$ cat src/rtl/wiper_pkg.sv
package wiper_pkg;

    typedef enum logic [2:0] {
        ST_IDLE  = 3'd0,
        ST_ONDLY = 3'd1,
        ST_PULSE = 3'd2,
        ST_PARKW = 3'd3,
        ST_PAUSE = 3'd4,
        ST_WASH  = 3'd5,
        ST_DRY   = 3'd6
    } wstate_e;

endpackage

$ cat src/rtl/wiper_debounce.sv
module wiper_debounce #(
    parameter int unsigned SET_TICKS = 8,
    parameter int unsigned CLR_TICKS = 8
) (
    input  logic clk,
    input  logic rst,
    input  logic tick_i,
    input  logic raw_i,
    output logic level_o
);

    localparam int unsigned MAXT = (SET_TICKS > CLR_TICKS) ? SET_TICKS : CLR_TICKS;
    localparam int unsigned CW   = $clog2(MAXT + 1);

    typedef struct packed {
        logic          level;
        logic [CW-1:0] cnt;
    } deb_t;

    deb_t          q, d;
    logic [CW-1:0] lim_m1;

    always_comb begin
        d      = q;
        lim_m1 = q.level ? CW'(CLR_TICKS - 1) : CW'(SET_TICKS - 1);
        if (tick_i) begin
            if (raw_i == q.level) begin
                d.cnt = '0;
            end else if (q.cnt >= lim_m1) begin
                d.level = raw_i;
                d.cnt   = '0;
            end else begin
                d.cnt = q.cnt + 1'b1;
            end
        end
    end

    always_ff @(posedge clk) begin
        if (rst) q <= '0;
        else     q <= d;
    end

    assign level_o = q.level;

    // the filtered level may only move after a tick
    p_level_needs_tick_r11: assert property (@(posedge clk) disable iff (rst)
        !$stable(q.level) |-> $past(tick_i));

    // the filtered level only ever moves toward the raw input
    p_level_follows_raw_r5: assert property (@(posedge clk) disable iff (rst)
        !$stable(q.level) |-> (q.level == $past(raw_i)));

endmodule

$ cat src/rtl/wiper_ctrl.sv
module wiper_ctrl
    import wiper_pkg::*;
#(
    parameter int unsigned ON_DLY_TICKS = 8,
    parameter int unsigned RELAY_TICKS  = 160,
    parameter int unsigned DRY_TICKS    = 896,
    parameter int unsigned DRY_CYCLES   = 3,
    parameter int unsigned PAUSE_W      = 12
) (
    input  logic               clk,
    input  logic               rst,
    input  logic               tick_i,
    input  logic               int_lvl_i,
    input  logic               wash_lvl_i,
    input  logic               park_lvl_i,
    input  logic               park_fb_i,
    input  logic [PAUSE_W-1:0] pause_ticks_i,
    output logic               relay_o
);

    localparam int unsigned W_REL = $clog2(RELAY_TICKS + 1);
    localparam int unsigned W_DRY = $clog2(DRY_TICKS + 1);
    localparam int unsigned W_DLY = $clog2(ON_DLY_TICKS + 1);
    localparam int unsigned W_A   = (W_REL > W_DRY) ? W_REL : W_DRY;
    localparam int unsigned W_B   = (W_A > W_DLY) ? W_A : W_DLY;
    localparam int unsigned CW    = (W_B > PAUSE_W) ? W_B : PAUSE_W;
    localparam int unsigned LW    = $clog2(DRY_CYCLES + 1);

    typedef struct packed {
        wstate_e       state;
        logic [CW-1:0] cnt;
        logic [LW-1:0] laps;
        logic          park_prev;
        logic          relay;
    } ctrl_t;

    ctrl_t         q, d;
    logic [CW-1:0] pause_m1;
    logic          park_rise;

    always_comb begin
        d           = q;
        pause_m1    = (pause_ticks_i == '0) ? '0 : (CW'(pause_ticks_i) - CW'(1));
        park_rise   = park_lvl_i && !q.park_prev;
        d.park_prev = park_lvl_i;

        case (q.state)
            ST_IDLE: begin
                if (int_lvl_i) begin
                    d.state = ST_ONDLY;
                    d.cnt   = '0;
                end
            end
            ST_ONDLY: begin
                if (tick_i) begin
                    if (q.cnt == CW'(ON_DLY_TICKS - 1)) begin
                        d.state = ST_PULSE;
                        d.cnt   = '0;
                    end else begin
                        d.cnt = q.cnt + 1'b1;
                    end
                end
            end
            ST_PULSE: begin
                if (tick_i) begin
                    if (q.cnt == CW'(RELAY_TICKS - 1)) begin
                        d.cnt = '0;
                        if (!int_lvl_i)                    d.state = ST_IDLE;
                        else if (park_fb_i && !park_lvl_i) d.state = ST_PARKW;
                        else                               d.state = ST_PAUSE;
                    end else begin
                        d.cnt = q.cnt + 1'b1;
                    end
                end
            end
            ST_PARKW: begin
                if (!int_lvl_i) begin
                    d.state = ST_IDLE;
                end else if (park_lvl_i) begin
                    d.state = ST_PAUSE;
                    d.cnt   = '0;
                end
            end
            ST_PAUSE: begin
                if (!int_lvl_i) begin
                    d.state = ST_IDLE;
                    d.cnt   = '0;
                end else if (tick_i) begin
                    if (q.cnt >= pause_m1) begin
                        d.state = ST_PULSE;
                        d.cnt   = '0;
                    end else begin
                        d.cnt = q.cnt + 1'b1;
                    end
                end
            end
            ST_WASH: begin
                if (!wash_lvl_i) begin
                    d.state = ST_DRY;
                    d.cnt   = '0;
                    d.laps  = '0;
                end
            end
            ST_DRY: begin
                if (park_fb_i) begin
                    if (park_rise) begin
                        if (q.laps == LW'(DRY_CYCLES - 1)) begin
                            d.state = ST_IDLE;
                            d.laps  = '0;
                        end else begin
                            d.laps = q.laps + 1'b1;
                        end
                    end
                end else if (tick_i) begin
                    if (q.cnt == CW'(DRY_TICKS - 1)) begin
                        d.state = ST_IDLE;
                        d.cnt   = '0;
                    end else begin
                        d.cnt = q.cnt + 1'b1;
                    end
                end
            end
            default: begin
                d.state = ST_IDLE;
                d.cnt   = '0;
            end
        endcase

        // wash pre-empts every interval state
        if (wash_lvl_i) begin
            d.state = ST_WASH;
            d.cnt   = '0;
            d.laps  = '0;
        end

        d.relay = (d.state == ST_PULSE) || (d.state == ST_WASH) || (d.state == ST_DRY);
    end

    always_ff @(posedge clk) begin
        if (rst) q <= '0;
        else     q <= d;
    end

    assign relay_o = q.relay;

    // a filtered wash level forces the relay on at the next clock
    p_wash_forces_relay_r8: assert property (@(posedge clk) disable iff (rst)
        wash_lvl_i |=> relay_o);

    // the relay only switches on out of the delay, the pause, or a wash
    p_relay_rise_source_r2: assert property (@(posedge clk) disable iff (rst)
        $rose(q.relay) |-> ($past(q.state) == ST_ONDLY || $past(q.state) == ST_PAUSE
                            || $past(wash_lvl_i)));

    // the pulse counter never passes the pulse length
    p_pulse_bound_r3: assert property (@(posedge clk) disable iff (rst)
        (q.state == ST_PULSE) |-> (q.cnt < CW'(RELAY_TICKS)));

    // a released request during the pause drops to idle
    p_pause_release_r12: assert property (@(posedge clk) disable iff (rst)
        (q.state == ST_PAUSE && !int_lvl_i && !wash_lvl_i) |=> (q.state == ST_IDLE));

    // the lap counter stays below the lap count
    p_lap_bound_r10: assert property (@(posedge clk) disable iff (rst)
        (q.state == ST_DRY) |-> (q.laps < LW'(DRY_CYCLES)));

endmodule

$ cat src/rtl/wiper_seq.sv
module wiper_seq #(
    parameter int unsigned INT_DEB_TICKS  = 32,
    parameter int unsigned ON_DLY_TICKS   = 8,
    parameter int unsigned RELAY_TICKS    = 160,
    parameter int unsigned WASH_ON_TICKS  = 128,
    parameter int unsigned WASH_OFF_TICKS = 32,
    parameter int unsigned PARK_DEB_TICKS = 8,
    parameter int unsigned DRY_TICKS      = 896,
    parameter int unsigned DRY_CYCLES     = 3,
    parameter int unsigned PAUSE_W        = 12
) (
    input  logic               clk,
    input  logic               rst,
    input  logic               tick,
    input  logic               int_req,
    input  logic               wash_req,
    input  logic               park_in,
    input  logic               park_fb_en,
    input  logic [PAUSE_W-1:0] pause_ticks,
    output logic               relay_on
);

    logic int_lvl, wash_lvl, park_lvl;

    wiper_debounce #(.SET_TICKS(INT_DEB_TICKS), .CLR_TICKS(INT_DEB_TICKS)) u_int_deb (
        .clk(clk), .rst(rst), .tick_i(tick), .raw_i(int_req), .level_o(int_lvl));

    wiper_debounce #(.SET_TICKS(WASH_ON_TICKS), .CLR_TICKS(WASH_OFF_TICKS)) u_wash_deb (
        .clk(clk), .rst(rst), .tick_i(tick), .raw_i(wash_req), .level_o(wash_lvl));

    wiper_debounce #(.SET_TICKS(PARK_DEB_TICKS), .CLR_TICKS(PARK_DEB_TICKS)) u_park_deb (
        .clk(clk), .rst(rst), .tick_i(tick), .raw_i(park_in), .level_o(park_lvl));

    wiper_ctrl #(
        .ON_DLY_TICKS(ON_DLY_TICKS),
        .RELAY_TICKS (RELAY_TICKS),
        .DRY_TICKS   (DRY_TICKS),
        .DRY_CYCLES  (DRY_CYCLES),
        .PAUSE_W     (PAUSE_W)
    ) u_ctrl (
        .clk          (clk),
        .rst          (rst),
        .tick_i       (tick),
        .int_lvl_i    (int_lvl),
        .wash_lvl_i   (wash_lvl),
        .park_lvl_i   (park_lvl),
        .park_fb_i    (park_fb_en),
        .pause_ticks_i(pause_ticks),
        .relay_o      (relay_on)
    );

endmodule

$ cat config.mk
export PLATFORM = sky130hd
export DESIGN_NAME = wiper_seq
export DESIGN_NICKNAME = d
export VERILOG_FILES = /design/src/rtl/wiper_pkg.sv /design/src/rtl/wiper_debounce.sv /design/src/rtl/wiper_ctrl.sv /design/src/rtl/wiper_seq.sv
export SDC_FILE = /design/constraint.sdc
export NUM_CORES = 1
export LEC_CHECK = 0
export CAP_MARGIN = 30
export CORE_ASPECT_RATIO = 1.25
export CORE_UTILIZATION = 53
export DETAILED_ROUTE_END_ITERATION = 8
export PLACE_DENSITY = 0.78
export SETUP_SLACK_MARGIN = 0.4
export SYNTH_ARGS = -nofsm -noshare
export SYNTH_HDL_FRONTEND = slang
export SYNTH_SLANG_ARGS = --single-unit
$ cat constraint.sdc
create_clock -name clk -period 4.45 [get_ports clk]
set_clock_uncertainty 0.15 [all_clocks]
set_input_delay 0.89 -clock clk [delete_from_list [all_inputs] [get_ports clk]]
set_output_delay 0.89 -clock clk [all_outputs]
set_load 0.01 [all_outputs]
==> impl_results.md <==
- Worst-Skew Late Latency: 0.30 ns
- Reg area: 800.8 sq um
- Initial antenna violation count: 0
- Drc violations: 0
- GRT Util Overall: 0.2488
- Nets: 408
- Placed Cells: 417
- DR vias: 2644
- FF+latch count, synth: 40
- WHS: roughly 0.33 ns
- Critical path data required time: 4.52 ns
- Final ANT Viol Nets: 0
- Leakage power total: 1.288 nW
- DP Wirelength: 4.770 mm
- Final Hold Viols: 0
- Worst-path maximum fanout: 7
- Fraction of layout cells with a size suffix above 1: 0.1730
- Io pins: 20
- Worst Setup End Kind: register
- Pwr per Cell Area: between 200 and 250 mW/mm^2
- RSZ-0062 raised after global routing: yes
- Clock sinks: 40
- Total wire length: 6.587 mm
- Post-synth EDFFs: 0
- Startpoint Class: input pin
- Rows: 29
- CTS tree: built
- Async S/R FF share, synth: 0
- N_diodes: 0
- Final GP Congestion: approximately 0.85
- MaxCap Viol Count: 0
- Synth Warn #: 0
- Post-synth top area cell: dfxtp_1
- Port buffer count: 19
- Worst slew margin: 0.4518
- Min cycle time layout: 4.055 ns
- Die Wd: around 67 microns
- DR iter-0 viols: 160
- CTS Buffer Depth: 2
- First-pass GRT wire length: about 11 mm
- DR pass1 iterations: 4
- Core area: 0.005116 sq mm
- Die H: 83.61 microns
- Period utilization: 0.9113
- Die Area: ~0.0056 sq mm
- Synth area leaders: dfxtp_1, ha_1, xor2_1
- Setup CP Type: input pin to register
- Pin count of the biggest net entering global routing: 24
- Clock-pin slew on the worst setup and hold paths: 0.08 ns
- Post-CTS Hold Fix Bufs: 0
- Status: complete, no violations
- Synthesized area: 0.002824 sq mm
- DR vias/cell: 6.120
- Tightest Pin Transition: 0.8149 ns
- Syn Area/Cell: around 8.2 sq um
- Synth Net Count: 383
- Cts bufs inserted: 5
- Distinct cells, synth: 69
- Fmax: 246.6 MHz
- P&R area growth vs syn: 19.41%
- Gr ovfl total: 0
- FILL cells: 436
- Worst hold path class: register to register
- Final non-filler cell total: 432
- Slew Limit Fails: 0
- Top cell type's share of synthesized area: 0.2836
- Arrival @ worst endpoint: ~4.1 ns
- Initial core utilization: 0.5520
- Clock root buffer: clkbuf_8
- Wire per inst: approximately 15 microns
- H-tree Lvls: 2
- Register area share after synthesis: 0.2836
- Syn Inst Count: 344
- Most used DFF post-synth: dfxtp_1
- Number of global-route vias before repair: roughly 2500
- Final setup violation count: 0
- Area of the multi-input gates: 0.002036 sq mm
- Worst vdd rail ir drop: 0.0001914 V
Yosys cell counts (3+ instances only):
master and n:
o21ai_0 14, xnor2_1 4, a41oi_1 3, a21oi_1 21, dfxtp_1 40, nor3b_1 4, a211oi_1 11, nand4_1 10
nand3_1 14, clkbuf_1 10, inv_1 11, nor2_1 29, buf_2 3, a21o_1 3, a31oi_1 3, nand2b_1 7
buf_6 3, and3_1 7, nor4_1 4, nand2_1 33, mux2i_1 3, ha_1 20, xor2_1 18, o211ai_1 4
a311oi_1 4, nor3_1 8
cell usage in the layout, fill, tap and decap left out, types with 3 or more instances in the layout:
| master | Yosys | routed |
|---|---|---|
| nand2_1 | 33 | 31 |
| dfxtp_1 | 40 | 40 |
| and3_1 | 7 | 7 |
| ha_1 | 20 | 18 |
| a41oi_1 | 3 | 3 |
| xnor2_1 | 4 | 4 |
| nor4_1 | 4 | 4 |
| nand2b_1 | 7 | 7 |
| nor2_1 | 29 | 29 |
| o21ai_0 | 14 | 9 |
| a211oi_1 | 11 | 3 |
| o21ai_1 | 1 | 4 |
| buf_4 | 0 | 12 |
| nor3b_1 | 4 | 3 |
| a21oi_1 | 21 | 19 |
| nor3_1 | 8 | 6 |
| mux2i_1 | 3 | 3 |
| inv_1 | 11 | 11 |
| a31oi_1 | 3 | 3 |
| clkbuf_8 | 0 | 6 |
| o211ai_1 | 4 | 4 |
| a21o_1 | 3 | 3 |
| a211oi_2 | 0 | 8 |
| a311oi_1 | 4 | 4 |
| xor2_1 | 18 | 18 |
| buf_6 | 3 | 4 |
| clkdlybuf4s50_1 | 0 | 14 |
| nand3_1 | 14 | 14 |
| nand4_1 | 10 | 10 |
report_power, final:
part	switching (mW)	internal [mW]
clock network	0.125	0.126
logic	0.0434	0.0387
registers	0.00262	0.360
through the flow:
step	setup TNS, ns	area, sq um	util	setup slack (ns)	power (mW)
after floorplan	0	2874	-	0.2494	0.4142
after global placement	-3.832	3119	0.6097	-0.2981	0.4487
after detailed placement	-4.697	3119	0.6097	-0.4061	0.4507
after CTS	0	3316	0.6481	0.4225	0.6996
after global routing	0	3372	0.6591	0.3169	0.7261
final	0	3372	0.6591	0.3946	0.6961
state kept, by name (all words and copies together) (netlist names):
name and count:
u_park_deb.level_o 1, u_ctrl.q 18, u_ctrl.relay_o 1, u_int_deb.level_o 1, u_wash_deb.q 8, u_park_deb.q 4, u_wash_deb.level_o 1, u_int_deb.q 6
cell families after synthesis:
kind of cell,Yosys count,share of synthesized area
mux,4,0.01462
flops,40,0.2836
simple gates,142,0.2769
compound gates,88,0.2215
buf+inv,28,0.04652
xor+xnor,22,0.06823
fa+ha+maj,20,0.08861
worst max-delay path: stages:
cell and delay, ns:
buf_6 0.09, or4_4 0.55, nor4_4 0.18, nand2b_2 0.11, or4b_4 0.58, nand2_4 0.10
ha_4 0.19, a21o_1 0.15, a21o_1 0.17, a22o_1 0.28, o31ai_4 0.21, buf_6 0.16
o21ai_4 0.07, buf_12 0.17, a211oi_2 0.20
layout make-up:
class	count	share of cell area
inverter	11	0.01224
multi-input combinational	277	0.6037
tap	62	0.02301
sequential	40	0.2375
clock inverter	1	0.002226
clock buffer	7	0.02560
timing repair buffer	34	0.09573
per-layer routing:
layer  track usage  vias to the layer above  routed length, microns
met5             0                        -                       0
met2        0.4664                       43                    3526
met3       0.04781                        9                     187
li1              -                     1327                       -
met4       0.07350                        0                      91
met1        0.2676                     1265                    2781
what timing repair did:
action / CTS / global route
pin swaps: 15 / 5
cloned: 1 / 0
endpoints found under the setup margin: 15 / 14
buffers inserted: 4 / 2
resized for setup: 28 / 10
endpoints found under the hold margin: 0 / 0
final timing paths:
path / depth (start not counted) / start / end / slack [ns]
setup / recovery: 15 / pause_ticks[5] / u_ctrl.q[6]$_SDFFE_PP0P_ / 0.39
hold / removal: 2 / u_park_deb.q[3]$_SDFFE_PP0P_ / u_park_deb.q[3]$_SDFFE_PP0P_ / 0.33
setup reg to reg: 8 / u_ctrl.q[4]$_SDFFE_PP0P_ / u_ctrl.q[6]$_SDFFE_PP0P_ / 1.83
hold reg to reg: 2 / u_park_deb.q[3]$_SDFFE_PP0P_ / u_park_deb.q[3]$_SDFFE_PP0P_ / 0.33
Power figures use the tool's default switching activity.
